--- src/rtl/awd_pkg.sv ---
package awd_pkg;

   localparam int unsigned AWD_WORD_W  = 32;
   localparam int unsigned AWD_HI_W    = 16;
   localparam int unsigned AWD_ATTR_W  = 8;
   localparam int unsigned AWD_ATTR_LSB = 8;
   localparam int unsigned AWD_FLD_LSB = 16;
   localparam int unsigned AWD_MAX_WIN = 8;

   localparam int unsigned AWD_SLOT_CTRL = 0;
   localparam int unsigned AWD_SLOT_OVRD = 1;
   localparam int unsigned AWD_SLOT_WIN0 = 2;

   typedef logic [AWD_WORD_W-1:0] awd_word_t;
   typedef logic [AWD_HI_W-1:0]   awd_hi_t;
   typedef logic [AWD_ATTR_W-1:0] awd_attr_t;

   function automatic int unsigned awd_base_slot(input int unsigned win);
      return AWD_SLOT_WIN0 + 2 * win;
   endfunction

   function automatic int unsigned awd_mask_slot(input int unsigned win);
      return AWD_SLOT_WIN0 + 2 * win + 1;
   endfunction

   function automatic int unsigned awd_fld_lsb(input int unsigned win);
      return AWD_FLD_LSB + 2 * win;
   endfunction

endpackage

--- src/rtl/awd_regs.sv ---
module awd_regs
   import awd_pkg::*;
#(
   parameter int unsigned NUM_WIN = 4,
   parameter int unsigned RIDX_W  = 4
) (
   input  logic                          clk,
   input  logic                          rst_n,
   input  logic                          wr_en,
   input  logic [RIDX_W-1:0]             wr_idx,
   input  awd_word_t                     wr_data,
   input  logic [RIDX_W-1:0]             rd_idx,
   output awd_word_t                     rd_data,
   output awd_word_t                     ctrl_q,
   output logic [NUM_WIN-1:0][AWD_WORD_W-1:0] base_q,
   output logic [NUM_WIN-1:0][AWD_WORD_W-1:0] mask_q
);

   localparam int unsigned NUM_SLOTS = AWD_SLOT_WIN0 + 2 * NUM_WIN;

   awd_word_t ovrd_q;

   always_ff @(posedge clk or negedge rst_n) begin
      if (!rst_n) begin
         ctrl_q <= '0;
      end else if (wr_en && wr_idx == RIDX_W'(AWD_SLOT_CTRL)) begin
         ctrl_q <= wr_data;
      end
   end

   always_ff @(posedge clk or negedge rst_n) begin
      if (!rst_n) begin
         ovrd_q <= '0;
      end else if (wr_en && wr_idx == RIDX_W'(AWD_SLOT_OVRD)) begin
         ovrd_q <= wr_data;
      end
   end

   for (genvar g = 0; g < NUM_WIN; g++) begin : g_win
      always_ff @(posedge clk or negedge rst_n) begin
         if (!rst_n) begin
            base_q[g] <= '0;
         end else if (wr_en && wr_idx == RIDX_W'(awd_base_slot(g))) begin
            base_q[g] <= wr_data;
         end
      end

      always_ff @(posedge clk or negedge rst_n) begin
         if (!rst_n) begin
            mask_q[g] <= '0;
         end else if (wr_en && wr_idx == RIDX_W'(awd_mask_slot(g))) begin
            mask_q[g] <= wr_data;
         end
      end
   end

   always_comb begin
      rd_data = '0;
      if (rd_idx == RIDX_W'(AWD_SLOT_CTRL)) rd_data = ctrl_q;
      if (rd_idx == RIDX_W'(AWD_SLOT_OVRD)) rd_data = ovrd_q;
      for (int i = 0; i < NUM_WIN; i++) begin
         if (rd_idx == RIDX_W'(awd_base_slot(i))) rd_data = base_q[i];
         if (rd_idx == RIDX_W'(awd_mask_slot(i))) rd_data = mask_q[i];
      end
   end

   // a control write lands in full on the next edge
   a_r2_ctrl_store: assert property (@(posedge clk) disable iff (!rst_n)
      (wr_en && wr_idx == RIDX_W'(AWD_SLOT_CTRL)) |=> (ctrl_q == $past(wr_data)));

   // out-of-range slots touch no shared word
   a_r9_oob_ignored: assert property (@(posedge clk) disable iff (!rst_n)
      (wr_en && 32'(wr_idx) >= NUM_SLOTS) |=> ($stable(ctrl_q) && $stable(ovrd_q)));

endmodule

--- src/rtl/awd_match.sv ---
module awd_match
   import awd_pkg::*;
#(
   parameter int unsigned NUM_WIN = 4
) (
   input  awd_hi_t                             addr_hi,
   input  logic                                is_write,
   input  awd_word_t                           ctrl,
   input  logic [NUM_WIN-1:0][AWD_WORD_W-1:0]  base,
   input  logic [NUM_WIN-1:0][AWD_WORD_W-1:0]  mask,
   output logic [NUM_WIN-1:0]                  cand,
   output logic [NUM_WIN-1:0]                  perm
);

   for (genvar g = 0; g < NUM_WIN; g++) begin : g_cmp
      localparam int unsigned FL = awd_fld_lsb(g);
      logic [1:0] fld;
      awd_hi_t    care;
      awd_hi_t    diff;

      assign fld  = ctrl[FL +: 2];
      assign care = ~mask[g][AWD_WORD_W-1 -: AWD_HI_W];
      assign diff = addr_hi ^ base[g][AWD_WORD_W-1 -: AWD_HI_W];

      assign cand[g] = (fld != 2'b00) && ((diff & care) == '0);
      assign perm[g] = is_write ? fld[1] : fld[0];
   end

endmodule

--- src/rtl/awd_pick.sv ---
module awd_pick #(
   parameter int unsigned N  = 4,
   parameter int unsigned IW = 2
) (
   input  logic [N-1:0]  cand,
   output logic          any,
   output logic [IW-1:0] idx,
   output logic [N-1:0]  grant
);

   always_comb begin
      any   = 1'b0;
      idx   = '0;
      grant = '0;
      for (int i = N - 1; i >= 0; i--) begin
         if (cand[i]) begin
            any      = 1'b1;
            idx      = IW'(i);
            grant    = '0;
            grant[i] = 1'b1;
         end
      end
   end

   // a single grant, and only to a candidate
   always_comb begin
      a_r5_one_grant: assert ($onehot0(grant));
      a_r5_grant_is_cand: assert ((grant & ~cand) == '0);
   end

endmodule

--- src/rtl/addr_window_decoder.sv ---
module addr_window_decoder
   import awd_pkg::*;
#(
   parameter int unsigned NUM_WIN = 4,
   localparam int unsigned RIDX_W = $clog2(AWD_SLOT_WIN0 + 2 * NUM_WIN),
   localparam int unsigned WIDX_W = (NUM_WIN > 1) ? $clog2(NUM_WIN) : 1
) (
   input  logic              clk,
   input  logic              rst_n,
   input  logic              cfg_wr_en,
   input  logic [RIDX_W-1:0] cfg_wr_idx,
   input  logic [31:0]       cfg_wr_data,
   input  logic [RIDX_W-1:0] cfg_rd_idx,
   output logic [31:0]       cfg_rd_data,
   input  logic              req_valid,
   input  logic              req_write,
   input  logic [31:0]       req_addr,
   output logic              rsp_valid,
   output logic              rsp_hit,
   output logic              rsp_miss,
   output logic [WIDX_W-1:0] rsp_win,
   output logic [7:0]        rsp_attr
);

   if (NUM_WIN < 1 || NUM_WIN > AWD_MAX_WIN) begin : g_bad_win
      $error("addr_window_decoder: NUM_WIN must lie in 1..8");
   end

   awd_word_t                           ctrl_q;
   logic [NUM_WIN-1:0][AWD_WORD_W-1:0]  base_q;
   logic [NUM_WIN-1:0][AWD_WORD_W-1:0]  mask_q;
   logic [NUM_WIN-1:0]                  cand;
   logic [NUM_WIN-1:0]                  perm;
   logic [NUM_WIN-1:0]                  grant;
   logic                                any_cand;
   logic [WIDX_W-1:0]                   pick_idx;

   awd_regs #(.NUM_WIN(NUM_WIN), .RIDX_W(RIDX_W)) i_regs (
      .clk     (clk),
      .rst_n   (rst_n),
      .wr_en   (cfg_wr_en),
      .wr_idx  (cfg_wr_idx),
      .wr_data (cfg_wr_data),
      .rd_idx  (cfg_rd_idx),
      .rd_data (cfg_rd_data),
      .ctrl_q  (ctrl_q),
      .base_q  (base_q),
      .mask_q  (mask_q)
   );

   awd_match #(.NUM_WIN(NUM_WIN)) i_match (
      .addr_hi  (req_addr[AWD_WORD_W-1 -: AWD_HI_W]),
      .is_write (req_write),
      .ctrl     (ctrl_q),
      .base     (base_q),
      .mask     (mask_q),
      .cand     (cand),
      .perm     (perm)
   );

   awd_pick #(.N(NUM_WIN), .IW(WIDX_W)) i_pick (
      .cand  (cand),
      .any   (any_cand),
      .idx   (pick_idx),
      .grant (grant)
   );

   logic      allow_d;
   logic      hit_d;
   awd_attr_t attr_d;

   always_comb begin
      allow_d = |(grant & perm);
      hit_d   = any_cand && allow_d;
      attr_d  = '0;
      for (int i = 0; i < NUM_WIN; i++) begin
         if (grant[i] && hit_d) attr_d = base_q[i][AWD_ATTR_LSB +: AWD_ATTR_W];
      end
   end

   always_ff @(posedge clk or negedge rst_n) begin
      if (!rst_n) begin
         rsp_valid <= 1'b0;
      end else begin
         rsp_valid <= req_valid;
      end
   end

   always_ff @(posedge clk or negedge rst_n) begin
      if (!rst_n) begin
         rsp_hit  <= 1'b0;
         rsp_miss <= 1'b0;
         rsp_win  <= '0;
         rsp_attr <= '0;
      end else if (req_valid) begin
         rsp_hit  <= hit_d;
         rsp_miss <= !hit_d;
         rsp_win  <= any_cand ? pick_idx : '0;
         rsp_attr <= attr_d;
      end
   end

   // strobe follows the request by one edge
   a_r3_valid_rise: assert property (@(posedge clk) disable iff (!rst_n)
      req_valid |=> rsp_valid);
   a_r3_valid_fall: assert property (@(posedge clk) disable iff (!rst_n)
      !req_valid |=> !rsp_valid);
   a_r3_fields_hold: assert property (@(posedge clk) disable iff (!rst_n)
      !req_valid |=> ($stable(rsp_hit) && $stable(rsp_miss) &&
                      $stable(rsp_win) && $stable(rsp_attr)));

   // hit and miss are exclusive and complete
   a_r10_hit_xor_miss: assert property (@(posedge clk) disable iff (!rst_n)
      rsp_valid |-> (rsp_hit != rsp_miss));

   // a miss never carries an attribute
   a_r6_miss_no_attr: assert property (@(posedge clk) disable iff (!rst_n)
      (rsp_valid && rsp_miss) |-> (rsp_attr == '0));

endmodule

--- config.mk ---
export PLATFORM = sky130hd
export DESIGN_NAME = addr_window_decoder
export DESIGN_NICKNAME = d
export VERILOG_FILES = /design/src/rtl/awd_pkg.sv /design/src/rtl/awd_regs.sv /design/src/rtl/awd_match.sv /design/src/rtl/awd_pick.sv /design/src/rtl/addr_window_decoder.sv
export SDC_FILE = /design/constraint.sdc
export NUM_CORES = 1
export LEC_CHECK = 0
export ABC_AREA = 1
export BUFFER_PORTS_ARGS = -buffer_cell sky130_fd_sc_hd__buf_2
export CAP_MARGIN = 40
export CORE_MARGIN = 2
export CORE_UTILIZATION = 35
export DETAILED_ROUTE_END_ITERATION = 6
export MAX_ROUTING_LAYER = met4
export PLACE_DENSITY = 0.48
export SYNTH_ARGS = -nofsm -noshare
export SYNTH_HDL_FRONTEND = slang
export SYNTH_SLANG_ARGS = --single-unit
--- constraint.sdc ---
create_clock -name clk -period 2.2 [get_ports clk]
set_input_delay 0.22 -clock clk [delete_from_list [all_inputs] [get_ports clk]]
set_output_delay 0.22 -clock clk [all_outputs]
set_load 0.005 [all_outputs]
==> key figures <==
Outcome
  – Status: complete, no violations

Yosys
  – Simple-Gate Fraction of Synth Area: 0.2460
  – Largest family of logic cells by synthesized area: simple AND/OR/NAND/NOR gates
  – Multiplexer area fraction after synthesis: 0
  – Syn. warnings: 0
  – Share of the synthesized area in the top cell type: 0.5195
  – Sequential-to-total area share from yosys stat: 0.5195
  – Async S/R FF share, synth: 1.000
  – Cells after Synth: roughly 2,100
  – Mean Syn Cell Area: 7.760 um2
  – Synth Area in XOR/XNOR: 0.0005461
  – Synth top area cells: dfrtp_1 (52%), nand2_1 (16%), o21ai_0 (10%)
  – Compound-Gate Fraction of Synth Area: 0.1583
  – Post-synth net total: 2,144
  – Synth area leader: dfrtp_1
  – Synth Flop Type: dfrtp_1
  – Synth cell types: 35
  – Number of synthesized flops with an enable pin: 0
  – Cell Area, Synth: 16,040 um2
  – Synthesized flop and latch total: 333
  – Post-Synth Adder-Cell Area: 0

Power
  – Net Sw Frac: 0.3055
  – Psw: 5.536 mW
  – Internal power: 12.58 mW
  – Pleak: 9.594 nW
  – Max rail drop VDD: between 0.5 and 0.6 mV
  – Clk pwr share: 0.374
  – Portion of total power attributed to combinational logic: 0.176
  – Power Total: about 18 mW
  – Power Dens Cells: about 920 nW/um2
  – Seq pwr share: 0.450

Critical path
  – Crit end category: output pin
  – R2R depth: 13
  – Largest stage delay on the critical path: 0.38 ns
  – CP max-delay cell: dfrtp_1
  – Critical Path AT: 1.95 ns
  – Crit Path Max Fanout: 2
  – CP Cell Sequence: nand3_1, nand2_1, a21oi_1, o221ai_1, a211oi_2, o2111ai_1, buf_2
  – Largest delay share family, worst path: compound AO/OA/AOI/OAI gates
  – FF-to-FF Start: i_regs.base_q[115]$_DFFE_PN0P_
  – CP Class: reg2out
  – Flop-to-flop setup slack: 0.13 ns
  – Buffers & Inverters on Critical Path: 1
  – Worst Path Required: 1.98 ns
  – Crit path launch type: flop
  – Reg-to-reg endpoint: rsp_hit$_DFFE_PN0P_

Placement
  – HPWL after detailed placement: 35.78 mm
  – Final RePlAce weighted congestion: 0.8788
  – I/O Buffers: 105

Clock network
  – CTS max path bufs: 3
  – Worst-path clk slew: about 0.060 ns
  – Total CTS buffers: 40
  – H-Tree Depth: 2
  – CTS Sinks: between 300 and 400
  – TritonCTS clock tree: yes
  – Later-pin clock latency in the skew report: 0.58 ns
  – Clk root buf: clkbuf_16

Finish
  – Layout net count: ~2,300
  – Layout area overhead: 22.54%
  – Layout cell share with drive strength beyond 1: 0.1452

Global route
  – First-pass GRT wire length: approximately 83 mm
  – Total gr overflow: 0
  – GRT Overall Usage: 0.2370
  – Largest net degree at the start of global routing: 65
  – Vias in the first global route: 14,080
  – Antenna violations before repair: 3

Die
  – Die H: 218.1 um
  – Die width: approximately 220 um
  – Die area: 47,550 um2
  – Rows: between 70 and 80
  – Initial Util: 0.3542
  – Core Area: 45,280 um2
  – I/O pins: 122

Route
  – Routed vias: 14,350
  – Vias per cell: approximately 5
  – Post-route ant nets: 0
  – Average wire per standard cell: 18.77 um
  – Drt initial violations: 1,142
  – Drt first pass iters: 5
  – Post-Route WL: 53.73 mm
  – DRC viols: 0

STA
  – Fin Clk Skew: 0.01298 ns
  – Fin Setup TNS: 0 ns
  – Min cycle time layout: 2.167 ns
  – Final hold violations: 0
  – Worst Tran Pin Value: between 0.7 and 0.8 ns
  – Max Freq: ~0.46 GHz
  – Slew Limit Headroom: 0.4740
  – Unrepaired setup endpoints after global routing: true
  – Final slew viol count: 0
  – Setup violators final: 0
  – Final period utilization: 0.9849

Run
  – Max-cap violation count: 0

Min path
  – Worst min path class: in2async
## flip-flops by register name (all words and copies together) (netlist names), 2 cells and up
name and cells:
i_regs.mask_q 128, i_regs.base_q 128, rsp_attr 8, i_regs.ctrl_q 32, i_regs.ovrd_q 32, rsp_win 2
## cell usage in the layout (no fill, tap or decap), types with 2 or more instances in the layout
cell type,Yosys,final
o211ai_1,7,7
o21ai_0,331,326
nand2_1,664,658
dlygate4sd3_1,0,34
o2111ai_2,0,7
inv_1,215,214
a221oi_2,0,5
nand4_1,19,19
nor3_4,0,2
clkbuf_16,0,40
a21oi_1,61,46
nand2_2,5,10
diode_2,0,3
nor2_4,1,3
clkbuf_8,0,12
buf_4,0,65
o21ai_1,2,7
bufinv_16,0,2
a2111oi_2,0,3
a211oi_2,0,7
o221ai_1,3,2
buf_12,0,13
dfrtp_1,333,333
inv_2,5,6
nand3b_1,7,7
nand2_4,1,2
buf_2,16,104
clkbuf_1,81,10
nand3_2,2,7
nor2_2,5,8
a21oi_2,0,15
o21ai_2,2,2
nor2_1,108,103
nor3_2,3,2
o2111ai_1,39,32
nand3_1,132,127
clkinv_2,0,4
## cell families after synthesis
group,after synthesis
compound gates,461
xor+xnor,1
buf+inv,318
flops,333
simple gates,954
## worst register-to-register path, stage by stage (launching register included)
cell	delay (ns)
dfrtp_1	0.40
inv_1	0.07
nand2_1	0.06
nand3_2	0.13
nand2_1	0.09
nor2_2	0.18
nand3_1	0.11
nor2_2	0.23
nand2_2	0.14
nor2_8	0.23
nand2_4	0.13
nand3b_4	0.13
nand2_1	0.06
nand2_1	0.06
## repair_timing
item / CTS / global route
resized for setup: 11 / 45
setup buffers: 0 / 3
endpoints found under the hold margin: 184 / 0
pin swaps: 1 / 9
setup endpoints to repair: 17 / 38
hold buffers: 34 / 0
## worst max path at each step
stage                               end  cells after the start                           from  slack [ns]
finish                  cfg_rd_data[24]                      7  i_regs.ctrl_q[24]$_DFFE_PN0P_        0.03
global route             cfg_rd_data[6]                      9   i_regs.ctrl_q[6]$_DFFE_PN0P_       -0.08
CTS                     cfg_rd_data[25]                      8  i_regs.ovrd_q[25]$_DFFE_PN0P_       -0.06
detailed placement      cfg_rd_data[22]                     11                  cfg_rd_idx[2]       -0.08
global placement        cfg_rd_data[22]                     11                  cfg_rd_idx[2]       -0.04
floorplan           rsp_hit$_DFFE_PN0P_                     11  i_regs.base_q[53]$_DFFE_PN0P_        0.67
## routing by layer
| layer | global-route usage | up-vias | part of all wire |
|---|---|---|---|
| met2 | 0.3742 | 267 | 0.47 |
| met1 | 0.3130 | 6933 | 0.47 |
| li1 | - | 7063 | - |
| met5 | - | - | 0 |
| met4 | 0.07642 | 0 | 0.027 |
| met3 | 0.03626 | 88 | 0.039 |
## cell type report
cell class | instances | area [um2]
inverters | 221 | 829.5
fillers | 4640 | 25630
diodes | 3 | 7.507
multi-input cells | 1416 | 6769
flip-flops and latches | 333 | 8333
repair buffers | 218 | 1635
well taps | 600 | 750.7
clock inverters | 9 | 125.1
clock buffers | 62 | 1204
## power by group through the flow
stage / Combinational (mW) / Sequential, mW / Clock (mW)
finish: 3.18 / 8.16 / 6.78
global route: 3.68 / 8.33 / 7.21
CTS: 3.15 / 8.13 / 6.95
detailed placement: 3.08 / 8.22 / 0
global placement: 3.01 / 8.19 / 0
floorplan: 1.93 / 8.04 / 0
## through the flow
step | std cells | utilization | hold slack [ns] | cell area, um2 | setup WS (ns)
floorplan | 2067 | - | -0.07559 | 16040 | 0.6727
global placement | 2751 | 0.3916 | 0.1773 | 17730 | -0.04304
detailed placement | 2751 | 0.3916 | 0.1794 | 17730 | -0.07525
CTS | 2856 | 0.4292 | 0.1553 | 19430 | -0.05769
global route | 2862 | 0.4340 | 0.1796 | 19650 | -0.08338
finish | 2862 | 0.4340 | 0.1540 | 19650 | 0.03317
## cell usage after synthesis (2+ instances only)
cell and number:
a21oi_1 61, o21ai_1 2, inv_1 215, buf_2 16, nor3_1 2, a221oi_1 5, inv_2 5, o211ai_1 7
nand3_2 2, nand3b_1 7, clkbuf_1 81, nand2_1 664, o21ai_0 331, a2111oi_0 3, nand2_2 5, o221ai_1 3
o21ai_2 2, nor2_1 108, a211oi_1 7, o2111ai_1 39, nand4_1 19, dfrtp_1 333, nor2_2 5, nor3_2 3
nand3_1 132
Power figures use the tool's default switching activity.
